**config.mk**
```make
export PLATFORM = sky130hd
export DESIGN_NAME = wf_ram_wrap
export DESIGN_NICKNAME = d
export VERILOG_FILES = /design/src/rtl/wf_pkg.sv /design/src/rtl/wf_ram_core.sv /design/src/rtl/wf_bypass_regs.sv /design/src/rtl/wf_lane_mux.sv /design/src/rtl/wf_ram_wrap.sv
export SDC_FILE = /design/constraint.sdc
export NUM_CORES = 1
export LEC_CHECK = 0
export ABC_AREA = 1
export BUFFER_PORTS_ARGS = -buffer_cell sky130_fd_sc_hd__buf_2
export CORE_ASPECT_RATIO = 0.6
export CORE_MARGIN = 2
export CORE_UTILIZATION = 25
export DETAILED_ROUTE_END_ITERATION = 10
export PLACE_DENSITY = 0.41
export RECOVER_POWER = 50
export SYNTH_ARGS = -nofsm -noshare
export SYNTH_HDL_FRONTEND = slang
export SYNTH_HIERARCHICAL = 1
export SYNTH_SLANG_ARGS = --single-unit
export TNS_END_PERCENT = 10
```
**constraint.sdc**
```tcl
create_clock -name clk -period 1.3 [get_ports clk]
set_clock_uncertainty 0.15 [all_clocks]
set_input_delay 0.065 -clock clk [delete_from_list [all_inputs] [get_ports clk]]
set_output_delay 0.065 -clock clk [all_outputs]
set_load 0.01 [all_outputs]
```
**src/rtl/wf_pkg.sv**
```systemverilog
package wf_pkg;
  // Width of one enable lane for a data word of d bits split by e enables.
  function automatic int lane_width(input int d, input int e);
    return d / e;
  endfunction
endpackage

```
**src/rtl/wf_ram_core.sv**
```systemverilog
module wf_ram_core #(
  parameter int ABITS   = 4,
  parameter int DBITS   = 16,
  parameter int EN_BITS = 4
) (
  input  logic               clk,
  input  logic               rst_n,
  input  logic [EN_BITS-1:0] wr_en,
  input  logic [ABITS-1:0]   wr_addr,
  input  logic [DBITS-1:0]   wr_data,
  input  logic [ABITS-1:0]   rd_addr,
  output logic [DBITS-1:0]   rd_q
);
  localparam int DEPTH = 1 << ABITS;
  localparam int LW    = wf_pkg::lane_width(DBITS, EN_BITS);

  logic [DBITS-1:0] store [DEPTH];

  // Lane-wise write; the read register below samples the pre-write word.
  always_ff @(posedge clk) begin
    for (int l = 0; l < EN_BITS; l++) begin
      if (wr_en[l]) store[wr_addr][l*LW +: LW] <= wr_data[l*LW +: LW];
    end
  end

  always_ff @(posedge clk or negedge rst_n) begin
    if (!rst_n) rd_q <= '0;
    else        rd_q <= store[rd_addr];
  end
endmodule

```
**src/rtl/wf_bypass_regs.sv**
```systemverilog
module wf_bypass_regs #(
  parameter int ABITS   = 4,
  parameter int DBITS   = 16,
  parameter int EN_BITS = 4
) (
  input  logic               clk,
  input  logic               rst_n,
  input  logic [EN_BITS-1:0] wr_en,
  input  logic [ABITS-1:0]   wr_addr,
  input  logic [DBITS-1:0]   wr_data,
  input  logic [ABITS-1:0]   rd_addr,
  output logic [DBITS-1:0]   data_q,
  output logic [EN_BITS-1:0] mask_q
);
  logic               addr_hit;
  logic [EN_BITS-1:0] mask_d;

  assign addr_hit = (wr_addr == rd_addr);
  assign mask_d   = addr_hit ? wr_en : '0;

  // The data copy loads every cycle; only the mask decides whether it is used.
  always_ff @(posedge clk or negedge rst_n) begin
    if (!rst_n) begin
      data_q <= '0;
      mask_q <= '0;
    end else begin
      data_q <= wr_data;
      mask_q <= mask_d;
    end
  end
endmodule

```
**src/rtl/wf_lane_mux.sv**
```systemverilog
module wf_lane_mux #(
  parameter int DBITS   = 16,
  parameter int EN_BITS = 4
) (
  input  logic [EN_BITS-1:0] sel,
  input  logic [DBITS-1:0]   fresh,
  input  logic [DBITS-1:0]   stale,
  output logic [DBITS-1:0]   dout
);
  localparam int LW = wf_pkg::lane_width(DBITS, EN_BITS);

  for (genvar g = 0; g < EN_BITS; g++) begin : g_lane
    assign dout[g*LW +: LW] = sel[g] ? fresh[g*LW +: LW] : stale[g*LW +: LW];
  end
endmodule

```
**src/rtl/wf_ram_wrap.sv**
```systemverilog
module wf_ram_wrap #(
  parameter int ABITS   = 4,
  parameter int DBITS   = 16,
  parameter int EN_BITS = 4
) (
  input  logic               clk,
  input  logic               rst_n,
  input  logic [EN_BITS-1:0] wr_en,
  input  logic [ABITS-1:0]   wr_addr,
  input  logic [DBITS-1:0]   wr_data,
  input  logic [ABITS-1:0]   rd_addr,
  output logic [DBITS-1:0]   rd_data
);
  if ((DBITS % EN_BITS) != 0) begin : g_bad_lanes
    $error("wf_ram_wrap: DBITS must be an exact multiple of EN_BITS");
  end

  logic [DBITS-1:0]   ram_q;
  logic [DBITS-1:0]   byp_data;
  logic [EN_BITS-1:0] lane_mask;

  wf_ram_core #(.ABITS(ABITS), .DBITS(DBITS), .EN_BITS(EN_BITS)) u_ram (
    .clk(clk), .rst_n(rst_n), .wr_en(wr_en), .wr_addr(wr_addr),
    .wr_data(wr_data), .rd_addr(rd_addr), .rd_q(ram_q)
  );

  wf_bypass_regs #(.ABITS(ABITS), .DBITS(DBITS), .EN_BITS(EN_BITS)) u_byp (
    .clk(clk), .rst_n(rst_n), .wr_en(wr_en), .wr_addr(wr_addr),
    .wr_data(wr_data), .rd_addr(rd_addr), .data_q(byp_data), .mask_q(lane_mask)
  );

  wf_lane_mux #(.DBITS(DBITS), .EN_BITS(EN_BITS)) u_mux (
    .sel(lane_mask), .fresh(byp_data), .stale(ram_q), .dout(rd_data)
  );
endmodule

```
==> results by stage, run 1 <==
Synthesis:
- By area the synthesized netlist is led by edfxtp_1 (61%), nand2_1 (12%), nand3_1 (7.6%), dfrtp_1 (7.2%), inv_1 (6.4%).
- The fraction of the mapped netlist area in compound gates is 0.
- The area share of fa/ha/maj cells after synthesis is 0.
- The number of warnings printed during yosys synthesis is 6.
- Of the total synthesized cell area, the portion taken by XOR and XNOR cells is 0.
- The portion of the post-synthesis area used by sequential elements is 0.682.
- The portion of synthesized area spent on multiplexers is 0.
- The share of the synthesized area in the top cell type is 0.611.
- Summing every instance area after synthesis gives 12600 µm².
- The number of nets in the synthesized netlist is 1282.
- Yosys mapped the design onto 14 distinct sky130hd cell types.
- The simple-gate portion of the synthesized area is 0.223.
- Synthesis produced 1252 cells.
- The largest family of logic cells by synthesized area is simple AND/OR/NAND/NOR gates.
- The post-synthesis register bit count is 292.
- In the synthesized netlist the async set-or-reset flop fraction comes to 0.123.
- The commonest register cell after synthesis is edfxtp_1.
- The average instance in the mapped netlist occupies 10.1 µm².
- Of all cell types, the one taking the most synthesized area is edfxtp_1.
- By count the netlist is led by nand2_1 (414), edfxtp_1 (256), inv_1 (216), nand3_1 (192), nor2_1 (74).
- Counting flops with a built-in enable in the synthesized netlist gives 256.
- By instance count, the leading cell after synthesis is nand2_1.

STA:
- Adding up every negative setup slack in the final design gives -3760 ps.
- The count of pins over their slew limit is 0.
- The achievable clock frequency is 639 MHz.
- The count of endpoints failing setup in the final report is 16.
- The post-layout minimum cycle time is 1570 ps.
- The number of hold violations in the final report is 0.
- The worst slew margin relative to its limit is 0.365.
- The worst hold margin is 45.3 ps.
- Setup repair after global routing could not meet its margin everywhere.
- After layout, the worst setup slack is -266 ps.
- Of the available clock period, the critical path in the final layout requires 1.20.
- The actual transition at the worst max-transition pin is roughly 950 ps.

Final layout:
- At the end of the flow the core is filled with cells to 0.317.
- The finished layout cell area is 15700 µm².
- The post-layout net count is 1452.
- In the final layout, the share of cells above drive strength 1 is 0.164.
- The layout overhead on the synthesized area is 25.0%.

Clocking:
- The buffer levels on the longest clock path is 3.
- Counting every sink on the clock net gives 292.
- After clock tree synthesis, the clock-pin slew on the worst setup and hold paths is 70 ps.
- Clock tree synthesis inserted a total of 29 buffers.
- The clock root buffer master is clkbuf_16.
- The clock latency on the worst-skew pair is 560 ps.
- The maximum level of the CTS H-tree is 1.
- The CTS tree is built.

Place:
- Routability-driven placement finished with a final weighted congestion of between 0.7 and 0.8.
- The number of buffers inserted by port buffering is 45.
- Prior to clock tree synthesis, the placed netlist has a worst setup slack of -289 ps.
- Once placement finished, the instance area stood at 14400 µm².
- Once detailed placement completed, the half-perimeter wirelength came to between 20 and 25 mm.

Setup path:
- Counting both buffers and inverters, the worst setup path holds a total of 2.
- Of all nets on the critical path, the largest fanout is 4.
- Measured in cells, the most critical reg-to-reg path has a length of 6.
- The arrival time at the worst endpoint is 1350 ps.
- Among all stages on the critical path, the largest delay is contributed by dfrtp_1.
- The critical path ends at rd_data[8].
- The startpoint type of the worst setup path is a flop.
- At the worst endpoint, the required time is 1090 ps.
- The kind of end point of the critical path is an output pin.
- For this run, the slowest stage of the critical path takes 430 ps.
- The worst register-to-register path ends at u_ram/rd_q[4].
- The most critical setup path has its startpoint at u_byp/mask_q[2].
- Among cell families on the critical path, the largest total delay comes from flip-flops.
- Traced cell by cell, the critical path runs through buf_6 -> nand2_1 -> nand2_1 -> buf_6.
- The worst register-to-register path begins at u_ram/store[1][4].
- For flop-to-flop paths, the worst setup slack is 80 ps.
- The critical path runs through a total of 4 cells.
- The critical path in this run is classified as reg -> out.

GRT:
- The overall overflow remaining after global route is 0.
- The first-pass GRT wire length is 54.7 mm.
- The overall track demand over capacity in global routing is 0.141.
- The number of global-route vias before repair is 8524.
- Entering global routing, the biggest net connects 67 pins.
- The number of antenna violations at the first check in global routing is 4.

Outcome:
- The run finished, with violations left.
- The checks that failed: negative setup slack.

Routing:
- The number of nets still failing antenna checks after routing is 0.
- The initial detailed-routing violation count is roughly 740.
- In the routed design, unresolved DRC markers number 0.
- The routed wire length is ~36 mm.
- In the routed layout, each cell is associated on average with a via count of 4.18.
- After detailed routing, the average wire length per cell comes to 17.3 µm.
- The detailed router placed just under 9000 vias in this run.
- The detailed-router iteration count before antenna repair is 5.

Worst hold path:
- The class of the tightest hold or removal check is in -> reg.

Die:
- For this design the top-level I/O count stands at 46.
- After floorplanning, the core was divided into 63 placement rows.
- The floorplan die width is 294 µm.
- For this configuration, the core starts out at a cell density of 0.254.
- The placeable core region is 49600 µm².
- The floorplan step defined a die boundary enclosing 52200 µm².
- The die span in y is 178 µm.

Power:
- In this run the static leakage power is 6.96 nW.
- The worst-case IR drop observed on VDD is 1.06 mV.
- In this run the power density over the cells is 1340 nW/µm².

Job:
- The number of max-cap violations is 0.
==> cells by family after synthesis <==
| group | after synthesis |
|---|---|
| buffers and inverters | 277 |
| flip-flops | 292 |
| AND/OR/NAND/NOR | 683 |
==> cells in the final DEF (no fill, tap or decap), types with 5 or more instances in the layout <==
cell           netlist  routed
buf_12               0      14
nand2_2              1      15
clkbuf_2             0      16
nor2_1              74      74
clkinv_2             0       6
clkbuf_16            0      29
dlygate4sd3_1        0      27
buf_4               20     107
buf_6                8      12
clkbuf_1            13       6
dfrtp_1             36      33
nand3_1            192     191
bufinv_16            0       5
inv_1              216     216
nand2_1            414     400
edfxtp_1           256     256
buf_2               12      16
==> power breakdown <==
part / leakage, nW / switching, mW / total, mW / internal (mW)
Clock: 0.480 / 3.66 / 8.80 / 5.14
Sequential: 2.74 / 0.0718 / 10.5 / 10.5
Combinational: 3.74 / 1.15 / 1.79 / 0.640
==> how the worst min path moves through the flow <==
| stage | startpoint | end | slack (ps) | depth (start not counted) |
|---|---|---|---|---|
| final | rd_addr[1] | u_ram/rd_q[3] | 50 | 7 |
| after CTS | rd_addr[1] | u_ram/rd_q[3] | 30 | 7 |
| after floorplan | rst_n | u_byp/data_q[0] | -380 | 0 |
| after global placement | rst_n | u_byp/mask_q[0] | -150 | 1 |
| after detailed placement | rst_n | u_byp/mask_q[0] | -150 | 1 |
| after global routing | rd_addr[1] | u_ram/rd_q[3] | 70 | 7 |
==> timing repair <==
| action | 4_1_cts | 5_1_grt |
|---|---|---|
| resized for setup | 6 | 26 |
| hold buffers | 27 | 0 |
| endpoints found under the setup margin | 16 | 17 |
| setup buffers | 1 | 0 |
| pin swaps | 2 | 7 |
| endpoints found under the hold margin | 330 | 0 |
==> layer usage <==
layer,routed length [µm],part of all wire,track usage
met5,44,0.0012,0
met4,511,0.014,0.0232
met3,1670,0.046,0.0247
met2,14400,0.40,0.196
met1,19500,0.54,0.226
==> metrics by stage <==
step / instances / power [mW]
6_report: 2095 / 21.1
5_1_grt: 2094 / 22.0
4_1_cts: 2094 / 21.4
3_5_place_dp: 2013 / 12.4
3_3_place_gp: 2013 / 12.4
2_1_floorplan: 1252 / 11.5
==> state kept, by name (all words and copies together) (netlist names) <==
register / cells
u_byp/data_q: 16
u_byp/mask_q: 4
u_ram/rd_q: 16
u_ram/store: 256
==> worst min-delay path, cell delays in order <==
cell and delay, ps:
buf_2 120, inv_2 70, buf_12 150, nand3_1 80
nand3_1 70, nand3_1 80, nand2_1 60
==> cell type report <==
cell class | count | area, µm²
Sequential cell | 292 | 8590
Inverter | 222 | 838
Antenna cell | 1 | 2.50
Timing Repair Buffer | 194 | 1660
Tap cell | 650 | 813
Fill cell | 5132 | 33800
Multi-Input combinational cell | 683 | 2850
Clock inverter | 18 | 220
Clock buffer | 35 | 758
No activity file was read; power rests on OpenSTA's default activity.
==> run 2: changes to the inputs <==
--- a/config.mk
+++ b/config.mk
@@ -5,13 +5,13 @@
 export SDC_FILE = /design/constraint.sdc
 export NUM_CORES = 1
 export LEC_CHECK = 0
-export ABC_AREA = 1
+export ABC_AREA = 0
 export BUFFER_PORTS_ARGS = -buffer_cell sky130_fd_sc_hd__buf_2
 export CORE_ASPECT_RATIO = 0.6
 export CORE_MARGIN = 2
-export CORE_UTILIZATION = 25
+export CORE_UTILIZATION = 50
 export DETAILED_ROUTE_END_ITERATION = 10
-export PLACE_DENSITY = 0.41
+export PLACE_DENSITY = 0.69
 export RECOVER_POWER = 50
 export SYNTH_ARGS = -nofsm -noshare
 export SYNTH_HDL_FRONTEND = slang
==> results by stage, run 2 <==
Place:
- The final HPWL from detailed placement was 15.9 mm (-34%).
- The post-placement cell area is 12200 µm² (-15%).
- The total placed cells including tap cells is 928 (-54%).
- The number of buffers inserted by port buffering is 45 (unchanged).
- The final RePlAce weighted congestion is 0.833 (+9.6%).

Worst hold path:
- The critical hold path startpoint is rd_addr[1].
- The end of the worst hold path is u_ram/rd_q[15].
- The class of the tightest hold or removal check is in -> reg.
- The depth of the worst hold-timing path came to 5 (-2).

Setup path:
- In this run the critical register-to-register path is captured at u_ram/rd_q[5].
- The number of cell instances on the worst register-to-register path came to 3 (-3).
- The startpoint identified for the worst register-to-register timing path is u_ram/store[3][5].
- The maximum fanout encountered on the critical timing path is 4 (unchanged).
- STA classifies the critical path startpoint as a flop.
- The flop-to-flop setup slack is -160 ps (-240 ps).
- The required arrival time at the worst endpoint came to 1090 ps (about the same).
- By startpoint and endpoint, the worst setup path is classified as reg -> out.
- The arrival time at the worst endpoint is 1470 ps (+120 ps).
- STA classifies the critical path endpoint as an output pin.

Power:
- The static leakage is 4.60 nW (-34%).
- The fraction of power consumed by combinational cells is 0.070 (-0.015).
- The overall power is 19.3 mW (-8.6%).
- The net switching component of the power is 4.06 mW (-17%).
- The peak supply drop is 0.863 mV (-18%).
- The power density over the cells is 1430 nW/µm² (+6.8%).
- The internal power summed over all cells is 15.2 mW (-6.1%).
- The switching power share of the total is 0.210 (-0.0211).
- The share of power burned in the clock network is 0.384 (-0.033).
- The sequential cell fraction of total power was 0.546 (+0.048).

GRT:
- The overall track demand over capacity in global routing came to 0.208 (+0.0670).
- The maximum number of pins on one net before global-route repair is 37 (-45%).
- The number of antenna violations at the first check in global routing is 0 (-4).
- The number of global-route vias before repair is 5883 (-31%).
- The first-pass GRT wire length was 36.0 mm (-34%).
- The overall overflow remaining after global route is 0 (unchanged).

STA:
- The actual transition at the worst max-transition pin is 799 ps (-154 ps).
- The number of hold violations in the final report was 0 (unchanged).
- The worst slew margin relative to its limit is 0.467 (+0.103).
- Setup repair after global routing could not meet its margin everywhere.
- The count of endpoints failing setup in the final report is 32 (+16).
- The achievable clock frequency is 595 MHz (-6.9%).
- The period utilization came to 1.29 (+0.0894).
- The slack of the critical path was -382 ps (-116 ps).
- The post-layout minimum cycle time is 1680 ps (+116 ps).
- The count of pins over their slew limit is 0 (unchanged).

Final layout:
- In the final layout, the registers with the most flip-flops are u_ram/store: 256 flops, u_byp/data_q: 16 flops, u_ram/rd_q: 16 flops.
- The number of filler instances in the final layout was 1576 (-69%).
- The filler-free cell count of the finished design is 995 (-53%).
- In the layout the commonest cells are edfxtp_1 (256), and2_1 (69), mux4_2 (64), buf_4 (49), dfrtp_1 (32).
- Relative to the synthesized area, the layout overhead comes to 19.0%.
- The most common cell after layout, fill and taps aside is edfxtp_1.
- The post-layout net count is 700 (-52%).
- The finished layout cell area is 13500 µm² (-14%).
- The flip-flop count of the largest register, all copies and words added was 256 (unchanged).
- The utilization after layout is 0.609 (+0.291).
- The antenna cell count is 0 (-1).
- More flip-flops sit in one register than any other, and that register is u_ram/store.
- The fraction of layout cells with a size suffix above 1 is 0.339 (+0.175).

Die:
- The die span in y is 121 µm (-32%).
- The number of top-level design ports is 46 (unchanged).
- The placeable core region is 22100 µm² (-55%).
- The area of the die is 23900 µm² (-54%).
- The starting density of the core is 0.512 (+0.258).
- The floorplan die width is 198 µm (-33%).
- The number of standard-cell rows in the floorplan came to 42 (-33%).

Routing:
- The detailed-router iteration count before antenna repair is 7 (+2).
- The routed wire length is 24.0 mm (-34%).
- The detailed-route wire length per cell was 24.1 µm (+40%).
- The post-route DRC violation count is 0 (unchanged).
- The initial detailed-routing violation count is 516 (-30%).
- The number of nets still failing antenna checks after routing is 0 (unchanged).
- The average via count per standard cell was 5.68 (+36%).
- The vias after detailed routing is 5656 (-35%).

Synthesis:
- By count the netlist is led by edfxtp_1 (256), and2_1 (69), mux4_2 (54), dfrtp_1 (36), a22oi_1 (32).
- For this run, the leading register cell type out of synthesis is edfxtp_1.
- The simple-gate portion of the synthesized area is 0.0550 (-0.168).
- The netlist area before placement is 11300 µm² (-10%).
- The post-synthesis register bit count is 292 (unchanged).
- By area the synthesized netlist is led by edfxtp_1 (68%), mux4_2 (11%), dfrtp_1 (8.0%), and2_1 (3.8%), mux4_1 (2.3%).
- The mux cell area share after synthesis is 0.147 (+0.147).
- The post-synthesis xor/xnor area fraction came to 0.00309 (+0.00309).
- The biggest area consumer among synthesized cells is edfxtp_1.
- Yosys instantiated no cell more often than edfxtp_1.
- The post-synthesis async set-or-reset flop share is 0.123 (unchanged).
- The number of synthesized flops with an enable pin is 256 (unchanged).
- The share of the synthesized area in the top cell type is 0.679 (+0.0685).
- The fraction of the mapped netlist area in compound gates is 0.0212 (+0.0212).
- The number of warnings printed during yosys synthesis was 6 (unchanged).
- The portion of the post-synthesis area used by sequential elements came to 0.759 (+0.0765).
- The count of mapped cells out of synthesis is 544 (-57%).
- The area share of fa/ha/maj cells after synthesis was 0 (unchanged).
- The largest family of logic cells by synthesized area is multiplexers.
- The number of distinct library cells after synthesis was 22 (+8).
- The number of nets in the synthesized netlist is 574 (-55%).
- The mean cell area of the mapped netlist is 20.8 µm² (+110%).

Clocking:
- The maximum level of the CTS H-tree is 1 (unchanged).
- The buffer levels on the longest clock path was 3 (unchanged).
- CTS placed an instance of clkbuf_16 at the clock tree root.
- TritonCTS built the clock tree.
- The count of clock tree sinks came to 292 (unchanged).
- The number of setup buffers added after CTS is 0 (-1).
- The clock-pin slew reported for the worst setup and hold paths after clock tree synthesis is 70 ps (about the same).
- The clock latency on the worst-skew pair is 530 ps (-30 ps).
- The CTS buffer count was 25 (-14%).

Job:
- The number of max-cap violations came to 0 (unchanged).

Outcome:
- The flow ran to the end, but the final reports show violations.
- The checks that failed: negative setup slack.
[run 2: worst max path at each step]
stage	slack, ps	endpoint	from	cells past startpoint
2_1_floorplan	-20	u_ram/rd_q[10]	rd_addr[0]	5
3_3_place_gp	-420	u_ram/rd_q[6]	rd_addr[0]	5
3_5_place_dp	-410	u_ram/rd_q[6]	rd_addr[0]	5
4_1_cts	-390	rd_data[13]	u_byp/mask_q[3]	2
5_1_grt	-430	rd_data[12]	u_byp/mask_q[3]	2
6_report	-380	rd_data[12]	u_byp/mask_q[3]	2
[run 2: worst max-delay path: stages, from the launching register on]
cell and delay [ps]:
dfrtp_2 460, mux2_2 350, buf_2 140
[run 2: power groups by stage]
stage	combinational [mW]	sequential, mW	clock [mW]
after floorplan	0.667	10.7	0
after global placement	1.16	10.7	0
after detailed placement	1.19	10.7	0
after CTS	1.35	10.5	7.55
after global routing	1.45	10.5	7.94
final	1.35	10.5	7.42
[run 2: per-stage QoR]
| stage | setup TNS (ps) | hold slack, ps | worst slack [ps] |
|---|---|---|---|
| floorplan | -350 | -381 | -23.2 |
| global placement | -63080 | -94.9 | -420 |
| detailed placement | -67930 | -97.4 | -415 |
| CTS | -7490 | 14.1 | -388 |
| global route | -8370 | 46.1 | -425 |
| finish | -6950 | 30.2 | -382 |
[run 2: kinds of logic after synthesis]
group,count (synthesis)
simple gates,111
flops,292
buf+inv,25
compound gates,32
xor+xnor,4
mux,80
[run 2: area by class of cell]
type | count | area, µm² | share of cell area
Multi-Input combinational cell | 227 | 2680 | 0.199
Clock buffer | 29 | 641 | 0.0476
Timing Repair Buffer | 124 | 1010 | 0.0752
Sequential cell | 292 | 8590 | 0.638
Clock inverter | 15 | 160 | 0.0119
Tap cell | 308 | 385 | 0.0286
[run 2: what timing repair did]
item	in CTS	in global routing
pin swaps	0	1
resized for setup	37	11
hold buffers	23	0
setup endpoints to repair	32	35
endpoints found under the hold margin	490	0
[run 2: per-layer routing]
layer  up-vias  wire, µm  track usage
li1       2435         -            -
met1      2978     10800        0.308
met2       215     11100        0.320
met3        28      1740       0.0519
met4         0       291       0.0371
met5         -         0            0
==> run 3: changes to the inputs <==
==> constraint.sdc (replaced) <==
create_clock -name clk -period 1.8 [get_ports clk]
set_clock_uncertainty 0.15 [all_clocks]
set_input_delay 0.09 -clock clk [delete_from_list [all_inputs] [get_ports clk]]
set_output_delay 0.09 -clock clk [all_outputs]
set_load 0.01 [all_outputs]
==> results by stage, run 3 (synthesized netlist as in run 2, its figures left out) <==
Final layout:
- The utilization after layout is 0.603 (-0.00577).
- The post-layout net count is 693 (-1.0%).
- The fraction of layout cells with a size suffix above 1 is 0.282 (-0.0576).
- The flip-flop count of the largest register, all copies and words added came to 256 (unchanged).
- The layout overhead on the synthesized area is 17.8%.
- The largest registers in the layout are u_ram/store: 256 flops, u_byp/data_q: 16 flops, u_ram/rd_q: 16 flops.
- The finished layout cell area is 13300 µm² (-0.95%).
- In the layout the commonest cells are edfxtp_1 (256), and2_1 (69), mux4_2 (54), buf_4 (44), dfrtp_1 (36).
- The most common cell after layout, fill and taps aside is edfxtp_1.
- The antenna cell count is 0 (unchanged).
- The filler-free cell count of the finished design is 990 (-0.50%).
- The largest register by flop count is u_ram/store.

Power:
- The static leakage is 4.63 nW (+0.64%).
- The internal power summed over all cells was 11.6 mW (-24%).
- The peak supply drop is 1.05 mV (+22%).
- The fraction of power consumed by combinational cells came to 0.060 (-0.010).
- The overall power is 14.4 mW (-25%).
- The switching power share of the total is 0.196 (-0.0138).
- The share of power burned in the clock network was 0.413 (+0.029).
- The power density over the cells is 1080 nW/µm² (-25%).
- The sequential cell fraction of total power is 0.527 (-0.019).
- The net switching component of the power was 2.83 mW (-30%).

Die:
- The die span in y is 121 µm (unchanged).
- The starting density of the core was 0.512 (unchanged).
- The number of top-level design ports came to 46 (unchanged).
- The placeable core region is 22100 µm² (unchanged).
- The floorplan die width is 198 µm (unchanged).
- The area of the die was 23900 µm² (unchanged).
- The number of standard-cell rows in the floorplan is 42 (unchanged).

Routing:
- The initial detailed-routing violation count is 388 (-25%).
- The routed wire length is 23.1 mm (-3.8%).
- The detailed-route wire length per cell came to 23.3 µm (-3.3%).
- The number of nets still failing antenna checks after routing is 0 (unchanged).
- The detailed-router iteration count before antenna repair is 6 (-1).
- The post-route DRC violation count is 0 (unchanged).
- The vias after detailed routing is 5622 (-0.60%).
- The average via count per standard cell came to 5.68 (about the same).

Clocking:
- The quantity of gates resized following cts came to 0 (-100%).
- The count of clock tree sinks was 292 (unchanged).
- The buffer levels on the longest clock path is 3 (unchanged).
- The number of setup buffers added after CTS was 0 (unchanged).
- The CTS buffer count came to 26 (+4.0%).
- The clock-pin slew reported for the worst setup and hold paths after clock tree synthesis came to 70 ps (about the same).
- The clock latency on the worst-skew pair is 520 ps (about the same).
- The CTS tree is built.
- The maximum level of the CTS H-tree came to 1 (unchanged).
- The clock root buffer master is clkbuf_16.
- The count of hold buffers inserted by post-cts repair is 21 (-8.7%).

Setup path:
- The maximum fanout encountered on the critical timing path is 4 (unchanged).
- The critical path is of the reg -> out type.
- STA classifies the critical path startpoint as a flop.
- The arrival time at the worst endpoint came to 1470 ps (about the same).
- The required arrival time at the worst endpoint is 1560 ps (+470 ps).
- STA classifies the critical path endpoint as an output pin.

STA:
- The post-route setup TNS is 0 ps (+6950 ps).
- The number of hold violations in the final report is 0 (unchanged).
- Setup repair after global routing left no endpoint under its margin.
- The count of pins over their slew limit is 0 (unchanged).
- The worst hold margin is 78.2 ps (+48.0 ps).
- The count of endpoints failing setup in the final report is 0 (-100%).
- Static timing analysis puts the maximum clock frequency at 586 MHz.
- The actual transition at the worst max-transition pin is 1000 ps (+201 ps).
- The slack of the critical path was 94.1 ps (+476 ps).
- Dividing the final minimum period by the clock period gives 0.948.
- The worst slew margin relative to its limit is 0.333 (-0.134).
- Counting I/O delays and the setup requirement, the final critical path takes 1710 ps.

GRT:
- The overall overflow remaining after global route is 0 (unchanged).
- The first-pass GRT wire length is 35.6 mm (-1.1%).
- The overall track demand over capacity in global routing is 0.202 (-0.00569).
- The number of global-route vias before repair came to 5774 (-1.9%).
- The maximum number of pins on one net before global-route repair is 37 (unchanged).
- The number of antenna violations at the first check in global routing is 0 (unchanged).

Place:
- The final RePlAce weighted congestion is 0.872 (+4.7%).
- The number of buffers inserted by port buffering is 45 (unchanged).
- The post-placement cell area came to 12200 µm² (-0.30%).
- The total placed cells including tap cells is 922 (-0.65%).
- The final HPWL from detailed placement is 15.6 mm (-1.8%).
- The worst setup slack after placement came to -3.17 ps (+411 ps).

Worst hold path:
- The tightest min-delay check is of the in -> reg type.

Outcome:
- The run finished with clean final reports.

Job:
- The number of max-cap violations is 0 (unchanged).
run 3: path summary, 6_finish.rpt:
| path | cells after the start | start | slack (ps) | endpoint |
|---|---|---|---|---|
| worst max-delay path | 2 | u_byp/mask_q[0] | 90 | rd_data[1] |
| worst min-delay path | 5 | rd_addr[2] | 80 | u_ram/rd_q[14] |
| worst max register to register | 3 | u_ram/store[2][1] | 300 | u_ram/rd_q[1] |
| worst min register to register | 3 | u_ram/store[6][14] | 540 | u_ram/rd_q[14] |
| max in group asynchronous | 3 | rst_n | 650 | u_byp/mask_q[1] |
| min in group asynchronous | 3 | rst_n | 220 | u_byp/data_q[13] |
run 3: area by class of cell:
class / instances / area [µm²]
clock buffers: 36 / 759
clock inverters: 11 / 183
fillers: 1575 / 8780
multi-input cells: 227 / 2560
flip-flops and latches: 292 / 8590
well taps: 308 / 385
repair buffers: 116 / 866
run 3: power groups by stage:
stage | logic [mW] | registers, mW | clock network [mW]
3_3_place_gp | 0.823 | 7.74 | 0
6_report | 0.871 | 7.60 | 5.96
4_1_cts | 0.884 | 7.60 | 6.07
2_1_floorplan | 0.460 | 7.72 | 0
5_1_grt | 0.941 | 7.62 | 6.33
3_5_place_dp | 0.844 | 7.75 | 0
run 3: critical path, stage by stage, from the launching register on:
cell     delay (ps)
dfrtp_1         440
mux2_2          370
buf_2           140
run 3: routing by layer:
layer | wire length (µm) | track usage | vias to the layer above
li1 | - | - | 2432
met3 | 1630 | 0.0374 | 33
met5 | 0 | 0 | -
met4 | 354 | 0.0385 | 0
met1 | 10400 | 0.303 | 2942
met2 | 10600 | 0.316 | 215
